--- src/rtl/dmaseq_pkg.sv ---
// Package: shared types and field codes for the DMA transfer sequencer.
// Assumes: a four-bit mode field per channel; field select codes are fixed.
package dmaseq_pkg;

    // Sequencer states: wait, bus request, one transfer, cascade pass-through
    typedef enum logic [1:0] {
        ST_IDLE = 2'd0,
        ST_HOLD = 2'd1,
        ST_XFER = 2'd2,
        ST_CASC = 2'd3
    } seq_state_t;

    // Per-channel mode field, MSB first
    typedef struct packed {
        logic       cascade;
        logic       autoinit;
        logic [1:0] xtype;
    } chan_mode_t;

    // Configuration field select codes
    localparam logic [2:0] SEL_ADDR = 3'd0;
    localparam logic [2:0] SEL_CNT  = 3'd1;
    localparam logic [2:0] SEL_PAGE = 3'd2;
    localparam logic [2:0] SEL_MODE = 3'd3;
    localparam logic [2:0] SEL_MASK = 3'd4;

    // Transfer type codes
    localparam logic [1:0] XT_VERIFY = 2'b00;
    localparam logic [1:0] XT_TO_MEM = 2'b01;
    localparam logic [1:0] XT_FR_MEM = 2'b10;

endpackage

--- src/rtl/dmaseq_chan.sv ---
// Module: one channel's register set and counters.
// Holds base/current address and count, page, mode and mask. Steps once per
// transfer; at terminal count it reloads (auto-initialise) or masks itself.
// Assumes: PW <= AW so the page fits in the write data; reset masks the channel.
module dmaseq_chan
    import dmaseq_pkg::*;
#(
    parameter int AW = 16,
    parameter int PW = 8
) (
    input  logic          clk,
    input  logic          rst_n,
    input  logic          wr_en,
    input  logic [2:0]    wr_sel,
    input  logic [AW-1:0] wr_data,
    input  logic          step,
    output logic [AW-1:0] cur_addr,
    output logic [AW-1:0] cur_cnt,
    output logic [PW-1:0] page,
    output chan_mode_t    mode,
    output logic          masked,
    output logic          at_term
);

    logic [AW-1:0] base_addr;
    logic [AW-1:0] base_cnt;

    // Terminal count is the transfer that starts from an all-zero count
    assign at_term = (cur_cnt == '0);

    // Register writes take precedence; otherwise advance on a transfer
    always_ff @(posedge clk) begin
        if (!rst_n) begin
            base_addr <= '0;
            base_cnt  <= '0;
            cur_addr  <= '0;
            cur_cnt   <= '0;
            page      <= '0;
            mode      <= '0;
            masked    <= 1'b1;
        end else if (wr_en) begin
            case (wr_sel)
                SEL_ADDR: begin
                    base_addr <= wr_data;
                    cur_addr  <= wr_data;
                end
                SEL_CNT: begin
                    base_cnt <= wr_data;
                    cur_cnt  <= wr_data;
                end
                SEL_PAGE: page   <= wr_data[PW-1:0];
                SEL_MODE: mode   <= chan_mode_t'(wr_data[3:0]);
                SEL_MASK: masked <= wr_data[0];
                default: ;
            endcase
        end else if (step) begin
            if (at_term && mode.autoinit) begin
                cur_addr <= base_addr;
                cur_cnt  <= base_cnt;
            end else begin
                cur_addr <= cur_addr + 1'b1;
                cur_cnt  <= cur_cnt - 1'b1;
                if (at_term) begin
                    masked <= 1'b1;
                end
            end
        end
    end

endmodule

--- src/rtl/dmaseq_arb.sv ---
// Module: fixed-priority picker over the eligible channels.
// Index 0 wins over every higher index. Assumes NCH >= 2.
module dmaseq_arb #(
    parameter int NCH = 4,
    localparam int CW = $clog2(NCH)
) (
    input  logic [NCH-1:0] eligible,
    output logic           found,
    output logic [CW-1:0]  win
);

    // Scan from the lowest priority upward so the lowest index is kept last
    always_comb begin
        found = 1'b0;
        win   = '0;
        for (int i = NCH - 1; i >= 0; i--) begin
            if (eligible[i]) begin
                found = 1'b1;
                win   = CW'(i);
            end
        end
    end

endmodule

--- src/rtl/dmaseq_addr.sv ---
// Module: physical address former.
// Byte channels concatenate page and address (64K pages). Word channels drop
// page bit 0 and shift the address left by one (128K pages, even addresses).
module dmaseq_addr #(
    parameter int AW        = 16,
    parameter int PW        = 8,
    parameter bit WORD_MODE = 1'b0,
    localparam int PHW      = AW + PW
) (
    input  logic [PW-1:0]  page,
    input  logic [AW-1:0]  addr,
    output logic [PHW-1:0] phys
);

    generate
        if (WORD_MODE) begin : g_word
            // Word addressing: page bit 0 is replaced by the shifted address
            assign phys = {page[PW-1:1], addr, 1'b0};
        end else begin : g_byte
            // Byte addressing: page sits directly above the address
            assign phys = {page, addr};
        end
    endgenerate

endmodule

--- src/rtl/dmaseq_top.sv ---
// Module: DMA transfer sequencer, top level.
// Arbitrates four channels, runs one single-mode transfer per bus grant,
// passes cascade channels through, and keeps terminal-count status.
// Assumes: a requester holds dreq until served; hlda answers hrq.
module dmaseq_top
    import dmaseq_pkg::*;
#(
    parameter int NCH       = 4,
    parameter int AW        = 16,
    parameter int PW        = 8,
    parameter bit WORD_MODE = 1'b0,
    localparam int CW       = $clog2(NCH),
    localparam int PHW      = AW + PW
) (
    input  logic             clk,
    input  logic             rst_n,
    input  logic             cfg_we,
    input  logic [CW-1:0]    cfg_ch,
    input  logic [2:0]       cfg_sel,
    input  logic [AW-1:0]    cfg_wdata,
    input  logic             stat_rd,
    output logic [2*NCH-1:0] stat_q,
    input  logic [NCH-1:0]   dreq,
    output logic             hrq,
    input  logic             hlda,
    output logic [NCH-1:0]   dack,
    output logic [PHW-1:0]   phys_addr,
    output logic             mem_rd,
    output logic             mem_wr,
    output logic             tc
);

    logic [AW-1:0] ch_addr [NCH];
    logic [AW-1:0] ch_cnt  [NCH];
    logic [PW-1:0] ch_page [NCH];
    chan_mode_t    ch_mode [NCH];
    logic [NCH-1:0] ch_masked;
    logic [NCH-1:0] ch_term;
    logic [NCH-1:0] ch_step;
    logic [NCH-1:0] ch_wr;
    logic [NCH-1:0] tc_flag;

    seq_state_t    state, state_nx;
    logic [CW-1:0] cur_ch, cur_ch_nx;
    logic          arb_found;
    logic [CW-1:0] arb_win;
    logic          in_xfer;
    logic [PHW-1:0] phys_raw;

    // Channel register sets, one per channel
    generate
        for (genvar g = 0; g < NCH; g++) begin : g_chan
            assign ch_wr[g]   = cfg_we && (cfg_ch == CW'(g));
            assign ch_step[g] = in_xfer && (cur_ch == CW'(g));
            dmaseq_chan #(.AW(AW), .PW(PW)) u_chan (
                .clk      (clk),
                .rst_n    (rst_n),
                .wr_en    (ch_wr[g]),
                .wr_sel   (cfg_sel),
                .wr_data  (cfg_wdata),
                .step     (ch_step[g]),
                .cur_addr (ch_addr[g]),
                .cur_cnt  (ch_cnt[g]),
                .page     (ch_page[g]),
                .mode     (ch_mode[g]),
                .masked   (ch_masked[g]),
                .at_term  (ch_term[g])
            );
        end
    endgenerate

    // Priority pick among unmasked requesters
    dmaseq_arb #(.NCH(NCH)) u_arb (
        .eligible (dreq & ~ch_masked),
        .found    (arb_found),
        .win      (arb_win)
    );

    // Address former for the channel being served
    dmaseq_addr #(.AW(AW), .PW(PW), .WORD_MODE(WORD_MODE)) u_addr (
        .page (ch_page[cur_ch]),
        .addr (ch_addr[cur_ch]),
        .phys (phys_raw)
    );

    assign in_xfer = (state == ST_XFER);

    // Next-state and channel-latch decision
    always_comb begin
        state_nx  = state;
        cur_ch_nx = cur_ch;
        case (state)
            ST_IDLE: begin
                if (arb_found) begin
                    cur_ch_nx = arb_win;
                    state_nx  = ch_mode[arb_win].cascade ? ST_CASC : ST_HOLD;
                end
            end
            ST_HOLD: begin
                if (!dreq[cur_ch] || ch_masked[cur_ch]) begin
                    state_nx = ST_IDLE;
                end else if (hlda) begin
                    state_nx = ST_XFER;
                end
            end
            ST_XFER: state_nx = ST_IDLE;
            ST_CASC: begin
                if (!dreq[cur_ch]) begin
                    state_nx = ST_IDLE;
                end
            end
            default: state_nx = ST_IDLE;
        endcase
    end

    // State and served-channel registers
    always_ff @(posedge clk) begin
        if (!rst_n) begin
            state  <= ST_IDLE;
            cur_ch <= '0;
        end else begin
            state  <= state_nx;
            cur_ch <= cur_ch_nx;
        end
    end

    // Bus request and acknowledge outputs
    always_comb begin
        dack = '0;
        hrq  = 1'b0;
        case (state)
            ST_HOLD: hrq = 1'b1;
            ST_XFER: begin
                hrq          = 1'b1;
                dack[cur_ch] = 1'b1;
            end
            ST_CASC: begin
                hrq          = dreq[cur_ch];
                dack[cur_ch] = hlda && dreq[cur_ch];
            end
            default: ;
        endcase
    end

    // Transfer-cycle outputs: address, strobes by type, terminal pulse
    always_comb begin
        phys_addr = in_xfer ? phys_raw : '0;
        mem_wr    = in_xfer && (ch_mode[cur_ch].xtype == XT_TO_MEM);
        mem_rd    = in_xfer && (ch_mode[cur_ch].xtype == XT_FR_MEM);
        tc        = in_xfer && ch_term[cur_ch];
    end

    // Terminal-count flags: set on the final transfer, cleared by a read
    always_ff @(posedge clk) begin
        if (!rst_n) begin
            tc_flag <= '0;
        end else begin
            tc_flag <= (stat_rd ? '0 : tc_flag) | (ch_step & ch_term);
        end
    end

    assign stat_q = {dreq, tc_flag};

endmodule

--- config.mk ---
export PLATFORM = sky130hd
export DESIGN_NAME = dmaseq_top
export DESIGN_NICKNAME = d
export VERILOG_FILES = /design/src/rtl/dmaseq_pkg.sv /design/src/rtl/dmaseq_chan.sv /design/src/rtl/dmaseq_arb.sv /design/src/rtl/dmaseq_addr.sv /design/src/rtl/dmaseq_top.sv
export SDC_FILE = /design/constraint.sdc
export NUM_CORES = 1
export LEC_CHECK = 0
export ABC_CLOCK_PERIOD_IN_PS = 2700
export BUFFER_PORTS_ARGS = -buffer_cell sky130_fd_sc_hd__buf_4
export CAP_MARGIN = 10
export CELL_PAD_IN_SITES_DETAIL_PLACEMENT = 1
export CELL_PAD_IN_SITES_GLOBAL_PLACEMENT = 2
export CORE_MARGIN = 2
export CORE_UTILIZATION = 25
export CTS_CLUSTER_DIAMETER = 60
export DETAILED_ROUTE_END_ITERATION = 8
export HOLD_SLACK_MARGIN = 0.03
export PLACE_DENSITY = 0.62
export SYNTH_ARGS = -nofsm -noshare
export SYNTH_HDL_FRONTEND = slang
export SYNTH_SLANG_ARGS = --single-unit
--- constraint.sdc ---
create_clock -name clk -period 2.7 [get_ports clk]
set_input_delay 0.27 -clock clk [delete_from_list [all_inputs] [get_ports clk]]
set_output_delay 0.27 -clock clk [all_outputs]
set_load 0.05 [all_outputs]
# Word-level counts from Yosys, hierarchy flattened
# Index checks and enable logic that the tools add are counted.
[classes]
n_lt_le_gt_ge = 4
muxes = 81
reduce_logical = 66
bitwise_logic = 7
add_sub_neg = 8
n_eq_ne = 34
[ops]
columns = ["cell", "n"]
rows = [
  ["$mux W16", 28],
  ["$add A16 B1 Y16 const B", 4],
  ["$logic_not A16 Y1", 4],
  ["$sub A16 B1 Y16 const B", 4],
  ["$reduce_and A2 Y1", 25],
  ["$bmux W16 S2", 1],
  ["$ne A2 B2 Y1 const B", 14],
  ["$mux W1", 25],
  ["$mux W24", 1],
  ["$mux W2", 11],
  ["$logic_and A1 B1 Y1", 17],
  ["$bmux W4 S2", 2],
  ["$bmux W8 S2", 1],
  ["$mux W8", 2],
  ["$reduce_and A4 Y1", 4],
  ["$reduce_bool A2 Y1", 8],
  ["$eq A2 B2 Y1 const B", 7],
  ["$and A4 B4 Y4", 3],
  ["$mux W4", 3],
  ["$eq A2 B1 Y1 const B", 4],
  ["$ne A2 B1 Y1 const B", 4],
  ["$pmux W2 S4", 1],
  ["$pmux W4 S2", 1],
  ["$bmux W1 S2", 3],
  ["other kinds (18)", 23],
]
[word_totals]
output_inout_bits = 40
elab_cells = 239
ff_bits = 316

# Depth between registers and ports, before layout
# Gate-level depths: netlist (run 1).
[logic_depth]
depth_word = 13
ltp_mapped = 10

# By module
# From an unflattened synthesis (run 1), not the netlist that was laid out.
[hier_totals]
hier_cells = 2221
area_unflattened_um2 = 17783.3
[modules_own_cells]
columns = ["mod", "cells_each", "n_inst", "area_each_um2"]
rows = [
  ["dmaseq_chan (g_chan[0].u_chan ...)", 515, 3, 4031.4],
  ["dmaseq_chan (g_chan[3].u_chan)", 497, 1, 3956.3],
  ["dmaseq_top", 148, 1, 1517.7],
  ["dmaseq_addr", 24, 1, 180.2],
  ["dmaseq_arb", 7, 1, 35.0],
]

# Worst setup path after synthesis (run 1)
# Ideal clock, no wire load.
[synth_path]
path_kind = "register -> output"
from = "register g_chan[3].u_chan.cur_cnt[0]"
to = "output tc"
required_ns = 2.430
t_arrival_ns = 2.841
path_slack_ns = -0.411
path_stages_with_launch = 8
cell_sequence = "dfxtp_1 inv_1 ha_1 nor3b_1 nand4_1 or4_1 mux4_2 nor2b_1"
[synth_between]
elab_chain_cells = 4
[synth_rtl]
columns = ["item", "line_no", "source"]
rows = [
  ["start, declared", "dmaseq_chan.sv:18", "output logic [AW-1:0] cur_cnt,"],
  ["start signal, assigned", "dmaseq_chan.sv:49", "cur_cnt <= wr_data;"],
  ["start signal, assigned", "dmaseq_chan.sv:59", "cur_cnt <= base_cnt;"],
  ["start signal, assigned", "dmaseq_chan.sv:62", "cur_cnt <= cur_cnt - 1'b1;"],
  ["$logic_not A16 Y1", "dmaseq_chan.sv:29", "assign at_term = (cur_cnt == '0);"],
  ["$bmux W1 S2", "dmaseq_top.sv:150", "tc = in_xfer && ch_term[cur_ch];"],
  ["$mux W1 (implied by the code)", "dmaseq_top.sv:150", ""],
  ["$logic_and A1 B1 Y1", "dmaseq_top.sv:150", ""],
  ["end, declared", "dmaseq_top.sv:30", "output logic tc"],
]
# No other way between the ends. The select of a mux whose other input is x is not followed.

# Worst setup path after layout (run 1)
[layout_path]
from = "register g_chan[3].u_chan.cur_cnt[1]"
to = "output tc"
# The elaborated chain is that of the path after synthesis.

==> run metrics, run 1 <==
status finished with violations; failing checks setup timing; Die X roughly 270 um; CP bufs+invs 2; core box area 68700 um^2; Post-Synthesis Cells 2187; reg2reg start g_chan[2].u_chan.cur_cnt[0]; Crit Path Class flop to output pin; H-Tree Level Count 2; sequential area share after synthesis 0.364; critical-path cell list inv_2 -> ha_4 -> nor3b_4 -> nand4_1 -> or4_4 -> mux4_2 -> nor2b_2 -> buf_6; Data required, critical path ~2400 ps; share of cells above drive strength 1 0.166; gpl congestion 0.828; Hold Crit Class primary input to flop; crit path max fanout 2; GRT Util Overall 0.209; Synth area leader dfxtp_1; final hold vios 0; vias in the first global route 17900; unrepaired setup endpoints after global routing true; setup ws final -486 ps; largest cells by area after synthesis dfxtp_1 (36%), nand2_1 (8.7%), a21boi_0 (7.6%); CP startpoint kind flop; Clock Path Buffers 3; Post-Place Setup Slack -70.0 ps; Vias/cell ~5.4; top cell family by delay on the critical path simple AND/OR/NAND/NOR gates; hold buffers post-CTS 0; final worst path period share 1.18; top_reg_cell synth dfxtp_1; WP data arrival around 2900 ps; initial antenna violation count 2; WHS Endpoint g_chan[2].u_chan.base_addr[12]; crit-path max cell delay 580 ps; DIE AREA 71600 um^2; non-filler cells in the finished layout roughly 3200; syn avg cell area 7.94 um^2; Initial Utilization 0.253; maximum vdd drop about 0.00038 V; YS warnings 0; max_cap viols 0; Die Span Y approximately 270 um; syn nets around 2200; Leak between 7 and 8 nW; Synth Cell Area ~17000 um^2; Pre-antenna DRT Iters 5; clock-pin slew on the worst setup and hold paths ~60 ps; final wirelength roughly 75000 um; first-pass GRT wire length 114000 um; Rows 96; Seq cells post-synth between 300 and 400; Slew Viols, Final 0; IO buf count 69; TritonCTS Buffers between 40 and 50; clock root buffer clkbuf_16; EDFF count, synth 0; top cell type's share of synthesized area 0.364; Routed Antenna Nets 0; most common cell after layout, fill and taps aside nand2_1; Register-to-Register Path Depth 9; HPWL after DPL 50200 um; hold depth 3; synth unique cells 73; Wirelength per Cell about 23 um; CTS tree done; Placed Cells around 3200; fmax approximately 310 MHz; clk sinks approximately 320; Setup violations, final 1; Clock Latency Late Sink just under 600 ps; Max-Slew Margin vs Limit 0.472; largest net degree at the start of global routing roughly 100; fin nets approximately 2300; Least-Margin Pin Slew 789 ps; r2r setup slk 80 ps; Hold Path Origin cfg_wdata[12]; 1st-iter DRT viols 1080; grt ovf 0; most frequent cells in the layout nand2_1 (402), dfxtp_1 (311), buf_4 (220), a21boi_0 (175), o21ai_0 (142); Layout area overhead 21.8%; power consumption about 14 mW; min cycle time layout approximately 3200 ps; Power Dens Cells 653 nW/um^2; Crit Reg-Reg Endpoint g_chan[2].u_chan.cur_cnt[12]; Clock Skews between 10 and 15 ps; Final Hold Slack approximately 130 ps; fraction of registers with async set/reset 0; CP Capture Type output pin; slowest stage cell, crit path or4_4; DRC Markers 0; vias after detailed routing 17400; io pins 70
==> per-layer routing <==
metal  GRT usage  routed length [um]  up-vias
met2       0.340               34100      414
met3      0.0382                4210      109
li1            -                   -     8113
met4      0.0666                2370        0
met5           0                   0        -
met1       0.280               34700     8751
==> cell type report <==
class                           count  area [um^2]
Fill cell                        8145        47500
Multi-Input combinational cell   1659        10300
Sequential cell                   316         6340
Timing Repair Buffer              229         1820
Clock buffer                       63         1240
Tap cell                          931         1160
Clock inverter                     15          201
Inverter                           26         97.6
Antenna cell                        1         2.50
==> synthesized netlist by cell type (11+ instances only) <==
cell      number
nand2_1      404
dfxtp_1      316
a21boi_0     175
clkbuf_1     159
o21ai_0      142
nor2_1        96
nand3_1       91
a21oi_1       86
o211ai_1      67
nor3_1        56
or3_1         52
xor2_1        43
a31oi_1       40
and2_1        34
mux4_2        29
xnor2_1       28
a221oi_1      26
inv_1         26
o22ai_1       25
a211oi_1      18
nand4_1       17
or4_1         17
nor4_1        16
and3_1        15
and4_1        13
ha_1          13
buf_2         12
o32ai_1       12
mux2i_1       11
==> metrics by stage <==
step	util	TNS [ps]	area (um^2)
finish	0.308	-486	21200
global route	0.308	-577	21200
CTS	0.306	-493	21000
detailed placement	0.284	-70.0	19500
global placement	0.284	-30.4	19500
floorplan	-	-169	17400
==> where the power goes <==
group / switching, mW / internal, mW
clock: 2.36 / 3.58
combinational: 1.66 / 1.09
sequential: 0.274 / 4.85
total: 4.30 / 9.51
==> state kept, by name (all words and copies together), names as in the netlist <==
signal	count
cur_ch	2
g_chan.u_chan.base_addr	64
g_chan.u_chan.base_cnt	64
g_chan.u_chan.cur_addr	64
g_chan.u_chan.cur_cnt	64
g_chan.u_chan.masked	4
g_chan.u_chan.mode	16
g_chan.u_chan.page	32
state	2
tc_flag	4
==> kinds of logic after synthesis <==
group / Yosys count / share of synthesized area
buffers and inverters: 212 / 0.0485
multiplexers: 40 / 0.0439
flip-flops: 316 / 0.364
XOR/XNOR: 71 / 0.0358
AO/OA/AOI/OAI: 658 / 0.254
AND/OR/NAND/NOR: 877 / 0.244
adder cells (fa/ha/maj): 13 / 0.00936
==> worst min-delay path, stage by stage <==
cell and delay [ps]:
buf_4 230, nand2_1 90, a21boi_0 60
==> worst max-delay path by stage <==
stage                           startpoint  endpoint  slack (ps)  cells after the start
6_report       g_chan[3].u_chan.cur_cnt[1]        tc        -490                      8
5_1_grt        g_chan[3].u_chan.cur_cnt[1]        tc        -570                      8
4_1_cts        g_chan[3].u_chan.cur_cnt[0]        tc        -490                      8
2_1_floorplan  g_chan[3].u_chan.cur_cnt[0]        tc        -170                      7
3_3_place_gp   g_chan[3].u_chan.cur_cnt[0]        tc         -30                      8
3_5_place_dp   g_chan[3].u_chan.cur_cnt[0]        tc         -70                      8
==> repair_timing <==
action / in CTS / in global routing
buffers inserted: 3 / 8
gates resized for setup: 10 / 17
pin swaps: 0 / 7
hold endpoints to repair: 0 / 0
endpoints found under the setup margin: 21 / 27
No activity file was read; power rests on OpenSTA's default activity.
==> run 2, diff against run 1 <==
Settings changed: SETUP_SLACK_MARGIN from default to 0.02.
==> run 2 against run 1 <==
Net effect: the run still ends with setup timing left; combinational power about the same; first-iteration DRC count down 2.8%; clock power about the same; sequential cell count unchanged; worst setup slack better by 9.5 ps; global-route usage unchanged; core utilization up 0.053 points; count of clock-buffer cells in the layout unchanged; sequential share of layout area down 0.051 points; clock skew down 0.75 ps; highest routed layer unchanged.
==> run metrics, run 2 (synthesis results as in run 1) <==
Crit Reg-Reg Endpoint g_chan[2].u_chan.cur_cnt[12]; Vias/cell 5.36 (-0.18%); first-pass GRT wire length 114000 um (unchanged); Hold Path Origin cfg_wdata[10]; Psw 4.30 mW (about the same); final hold vios 0 (unchanged); footprint of the multi-input gates 10300 um^2 (about the same); max_cap viols 0 (unchanged); Data required, critical path 2430 ps (about the same); clock-pin slew on the worst setup and hold paths 60 ps (about the same); failing checks setup timing; Gate power share 0.201 (+0.002); Rows 96 (unchanged); GRT Util Overall 0.209 (unchanged); gpl congestion 0.828 (unchanged); Clock Path Buffers 3 (unchanged); placed cell area 19500 um^2 (unchanged); Routed Antenna Nets 0 (unchanged); most common cell after layout, fill and taps aside nand2_1; Final Hold Slack 122 ps (-4.54 ps); fmax 315 MHz (+0.30%); H-Tree Level Count 2 (unchanged); setup ws final -476 ps (+9.50 ps); r2r setup slk 100 ps (+20 ps); Initial Utilization 0.253 (unchanged); vias after detailed routing 17400 (-0.086%); Post-Place Setup Slack -70.0 ps (unchanged); CP Capture Type output pin; core box area 68700 um^2 (unchanged); clk sinks 316 (unchanged); 1st-iter DRT viols 1050 (-2.8%); reg2reg start g_chan[2].u_chan.cur_cnt[0]; CP startpoint kind flop; # fillers 8147 (+0.025%); Hold Crit Class primary input to flop; Power Dens Cells 653 nW/um^2 (about the same); final core occ 0.309 (+0.000528); hold buffers post-CTS 0 (unchanged); final wirelength 75400 um (about the same); Die X 268 um (unchanged); Slew Viols, Final 0 (unchanged); DRC Markers 0 (unchanged); share of cells above drive strength 1 0.167 (+0.00195); Sequential Area 6340 um^2 (unchanged); grt ovf 0 (unchanged); clock power share 0.429 (about the same); Register-to-Register Path Depth 8 (-1); maximum vdd drop 0.000379 V (about the same); Max-Slew Margin vs Limit 0.479 (+0.00646); TritonCTS Buffers 43 (unchanged); Pre-antenna DRT Iters 5 (unchanged); largest net degree at the start of global routing 103 (unchanged); Clock Latency Late Sink 590 ps (about the same); Leak 7.43 nW (+0.19%); WP data arrival 2910 ps (about the same); HPWL after DPL 50200 um (unchanged); WHS Endpoint g_chan[2].u_chan.base_addr[10]; CTS tree done; Setup violations, final 1 (unchanged); hold depth 3 (unchanged); clock root buffer clkbuf_16; final worst path period share 1.18 (-0.00352); CP startpoint g_chan[3].u_chan.cur_cnt[1]; Net Sw Frac 0.311 (-0.000320); post-route cell area 21200 um^2 (+0.17%); setup_tns -476 ps (+9.50 ps); initial antenna violation count 2 (unchanged); Clock Skews 12.3 ps (-0.749 ps); status finished with violations; fin nets 2321 (+0.13%); Wirelength per Cell 23.2 um (-0.10%); io pins 70 (unchanged); crit path max fanout 2 (unchanged); most frequent cells in the layout nand2_1 (402), dfxtp_1 (311), buf_4 (221), a21boi_0 (175), o21ai_0 (142); vias in the first global route 17900 (unchanged); Crit Path Class flop to output pin; DIE AREA 71600 um^2 (unchanged); Least-Margin Pin Slew 779 ps (-9.66 ps); Cell Int Power 9.54 mW (+0.23%); Layout area overhead 22.1%; unrepaired setup endpoints after global routing true; Die Span Y 268 um (unchanged); min cycle time layout 3180 ps (-9.50 ps); IO buf count 69 (unchanged); register share of total power 0.370 (about the same)
## run 2: cell types whose count changed in the layout (fill, tap and decap cells not counted)
cell   before  now
ha_2        1    2
or4_1      16   15
buf_4     220  221
ha_1       11   10
or4_4       2    3
buf_6       1    3
## run 2: power groups by stage
| stage | clock, mW | sequential (mW) | combinational [mW] |
|---|---|---|---|
| final | 5.94 | 5.12 | 2.78 |
| after global routing | 6.30 | 5.15 | 3.01 |
| after CTS | 6.10 | 5.11 | 2.75 |
| after detailed placement | 0 | 5.21 | 2.71 |
| after global placement | 0 | 5.20 | 2.66 |
| after floorplan | 0 | 5.12 | 1.68 |
## run 2: routing by layer
layer / up-vias / wire (um) / GRT usage
met3: 112 / 4130 / 0.0382
met2: 411 / 34000 / 0.340
met1: 8736 / 34800 / 0.280
met4: 0 / 2410 / 0.0666
li1: 8113 / - / -
met5: - / 0 / 0
## run 2: final cells by class
cell class                 instances  share of cell area
antenna                            1            0.000118
clock buffer                      63              0.0585
clock inverter                    15             0.00950
inverter                          26             0.00460
multi-input combinational       1659               0.486
sequential                       316               0.299
tap                              931              0.0549
timing repair buffer             232              0.0871
## run 2: per-stage QoR
step | power, mW | cells
after floorplan | 6.80 | 2187
after global placement | 7.86 | 3150
after detailed placement | 7.92 | 3150
after CTS | 14.0 | 3231
after global routing | 14.5 | 3242
final | 13.8 | 3243
## run 2: critical path: stages, from the launching register on
cell and delay [ps]:
dfxtp_2 330, inv_2 60, ha_4 130, nor3b_4 180, nand4_1 190, or4_4 580, mux4_2 540, nor2b_2 150
buf_6 160
## run 2: how the worst max path moves through the flow
stage | to | slack, ps | cells past startpoint
floorplan | tc | -170 | 7
global placement | tc | -30 | 8
detailed placement | tc | -70 | 8
CTS | tc | -490 | 8
global route | tc | -570 | 8
finish | tc | -480 | 8
## run 2: timing repair
item	4_1_cts	5_1_grt
setup buffers	3	11
pin swaps	0	8
gates resized for setup	10	21
endpoints found under the setup margin	23	36
==> run 3, diff against run 2 <==
Settings changed: RECOVER_POWER from default to 50, SKIP_LAST_GASP from default to 1, SLEW_MARGIN from default to 20.
==> run 3 against run 2 <==
Net effect: the run still ends with setup timing left; sequential cell count did not move; global-route usage did not move; clock power barely moved; combinational power barely moved; power barely moved; critical path type unchanged; critical endpoint unchanged.
==> run metrics, run 3 (synthesis results as in run 1) <==
final wirelength 75400 um (about the same); Die X 268 um (unchanged); Vias/cell 5.36 (about the same); fin nets 2321 (unchanged); io pins 70 (unchanged); Net Sw Frac 0.311 (+0.000355); TritonCTS Buffers 43 (unchanged); Power Dens Cells 655 nW/um^2 (+0.41%); CP startpoint kind flop; WP data arrival 2910 ps (about the same); gpl congestion 0.828 (unchanged); vias after detailed routing 17400 (+0.069%); crit path max fanout 2 (unchanged); maximum vdd drop 0.000400 V (+5.4%); post-route cell area 21100 um^2 (-0.47%); Placed Cells 3150 (unchanged); Max-Slew Margin vs Limit 0.243 (-0.235); hold buffers post-CTS 0 (unchanged); Clock Latency Late Sink 590 ps (about the same); Gate power share 0.200 (about the same); HPWL after DPL 50200 um (unchanged); Clock Skews 13.7 ps (+1.45 ps); share of cells above drive strength 1 0.158 (-0.00952); initial antenna violation count 2 (unchanged); Layout area overhead 21.5%; first-pass GRT wire length 114000 um (unchanged); unrepaired setup endpoints after global routing true; register share of total power 0.370 (about the same); vias in the first global route 17900 (unchanged); GRT Util Overall 0.209 (unchanged); Clock Path Buffers 3 (unchanged); Rows 96 (unchanged); Psw 4.30 mW (about the same); CP Capture Type output pin; Crit Path Class flop to output pin; Wirelength per Cell 23.3 um (about the same); Data required, critical path 2430 ps (about the same); clock power share 0.429 (about the same); power consumption 13.8 mW (about the same); clk sinks 316 (unchanged); DRC Markers 0 (unchanged); most frequent cells in the layout nand2_1 (402), dfxtp_1 (311), buf_4 (194), a21boi_0 (175), o21ai_0 (142); non-filler cells in the finished layout 3243 (unchanged); max_cap viols 0 (unchanged); fmax 314 MHz (-0.22%); placed cell area 19500 um^2 (unchanged); grt ovf 0 (unchanged); # fillers 8158 (+0.14%); clock-pin slew on the worst setup and hold paths 60 ps (about the same); Slew Viols, Final 0 (unchanged); Leak 7.35 nW (-1.1%); most common cell after layout, fill and taps aside nand2_1; Initial Utilization 0.253 (unchanged); final worst path period share 1.18 (+0.00259); status finished with violations; setup ws final -483 ps (-6.99 ps); Post-Place Setup Slack -70.0 ps (unchanged); Setup violations, final 1 (unchanged); 1st-iter DRT viols 1074 (+2.3%); final hold vios 0 (unchanged); Cell Int Power 9.53 mW (-0.11%); Die Span Y 268 um (unchanged); Least-Margin Pin Slew 1130 ps (+356 ps); Routed Antenna Nets 0 (unchanged); Hold Crit Class primary input to flop; failing checks setup timing; CTS tree done; Pre-antenna DRT Iters 5 (unchanged); DIE AREA 71600 um^2 (unchanged); core box area 68700 um^2 (unchanged); clock root buffer clkbuf_16; min cycle time layout 3180 ps (+6.99 ps); IO buf count 69 (unchanged); H-Tree Level Count 2 (unchanged); largest net degree at the start of global routing 103 (unchanged)
run 3: cell count changes in the layout (fill, tap and decap cells not counted), sizes merged:
cell | previous run | this run
buf | 231 | 204
clkbuf | 64 | 91
run 3: final cells by class:
cell class	count	area, um^2	share of cell area
diodes	1	2.50	0.000119
clock buffers	63	1240	0.0588
clock inverters	15	201	0.00955
inverters	26	97.6	0.00462
multi-input cells	1659	10300	0.488
flip-flops and latches	316	6340	0.300
well taps	931	1160	0.0552
repair buffers	232	1750	0.0831
run 3: per-stage QoR:
step | utilization | setup TNS (ps) | hold slack, ps
floorplan | - | -169 | 426
global placement | 0.284 | -30.4 | 439
detailed placement | 0.284 | -70.0 | 448
CTS | 0.306 | -493 | 98.8
global route | 0.307 | -568 | 115
finish | 0.307 | -483 | 116
run 3: final timing paths:
path                                    endpoint                         from  cells after the start  slack (ps)
setup reg to reg    g_chan[2].u_chan.cur_cnt[12]  g_chan[2].u_chan.cur_cnt[0]                      8         100
hold reg to reg         g_chan[3].u_chan.page[0]     g_chan[3].u_chan.page[0]                      2         450
hold / removal    g_chan[2].u_chan.base_addr[10]                cfg_wdata[10]                      3         120
setup / recovery                              tc  g_chan[3].u_chan.cur_cnt[1]                      8        -480
run 3: timing repair:
| item | CTS | global route |
|---|---|---|
| setup endpoints to repair | 23 | 36 |
| setup buffers | 3 | 11 |
| pin swaps | 0 | 8 |
| resized for setup | 10 | 21 |
run 3: power groups by stage:
stage	combinational (mW)	clock [mW]	sequential (mW)
final	2.77	5.94	5.12
after CTS	2.75	6.10	5.11
after global routing	3.00	6.30	5.15
after floorplan	1.68	0	5.12
after global placement	2.66	0	5.20
after detailed placement	2.71	0	5.21
run 3: critical path, stage by stage, from the launching register on:
cell and delay [ps]:
dfxtp_2 330, inv_2 60, ha_4 130, nor3b_4 180
nand4_1 190, or4_4 580, mux4_2 540, nor2b_2 150
buf_6 160
run 3: layer usage:
layer | track usage | vias to the layer above | part of all wire
li1 | - | 8117 | -
met5 | 0 | - | 0
met1 | 0.280 | 8744 | 0.46
met3 | 0.0382 | 111 | 0.054
met4 | 0.0666 | 0 | 0.031
met2 | 0.340 | 412 | 0.45
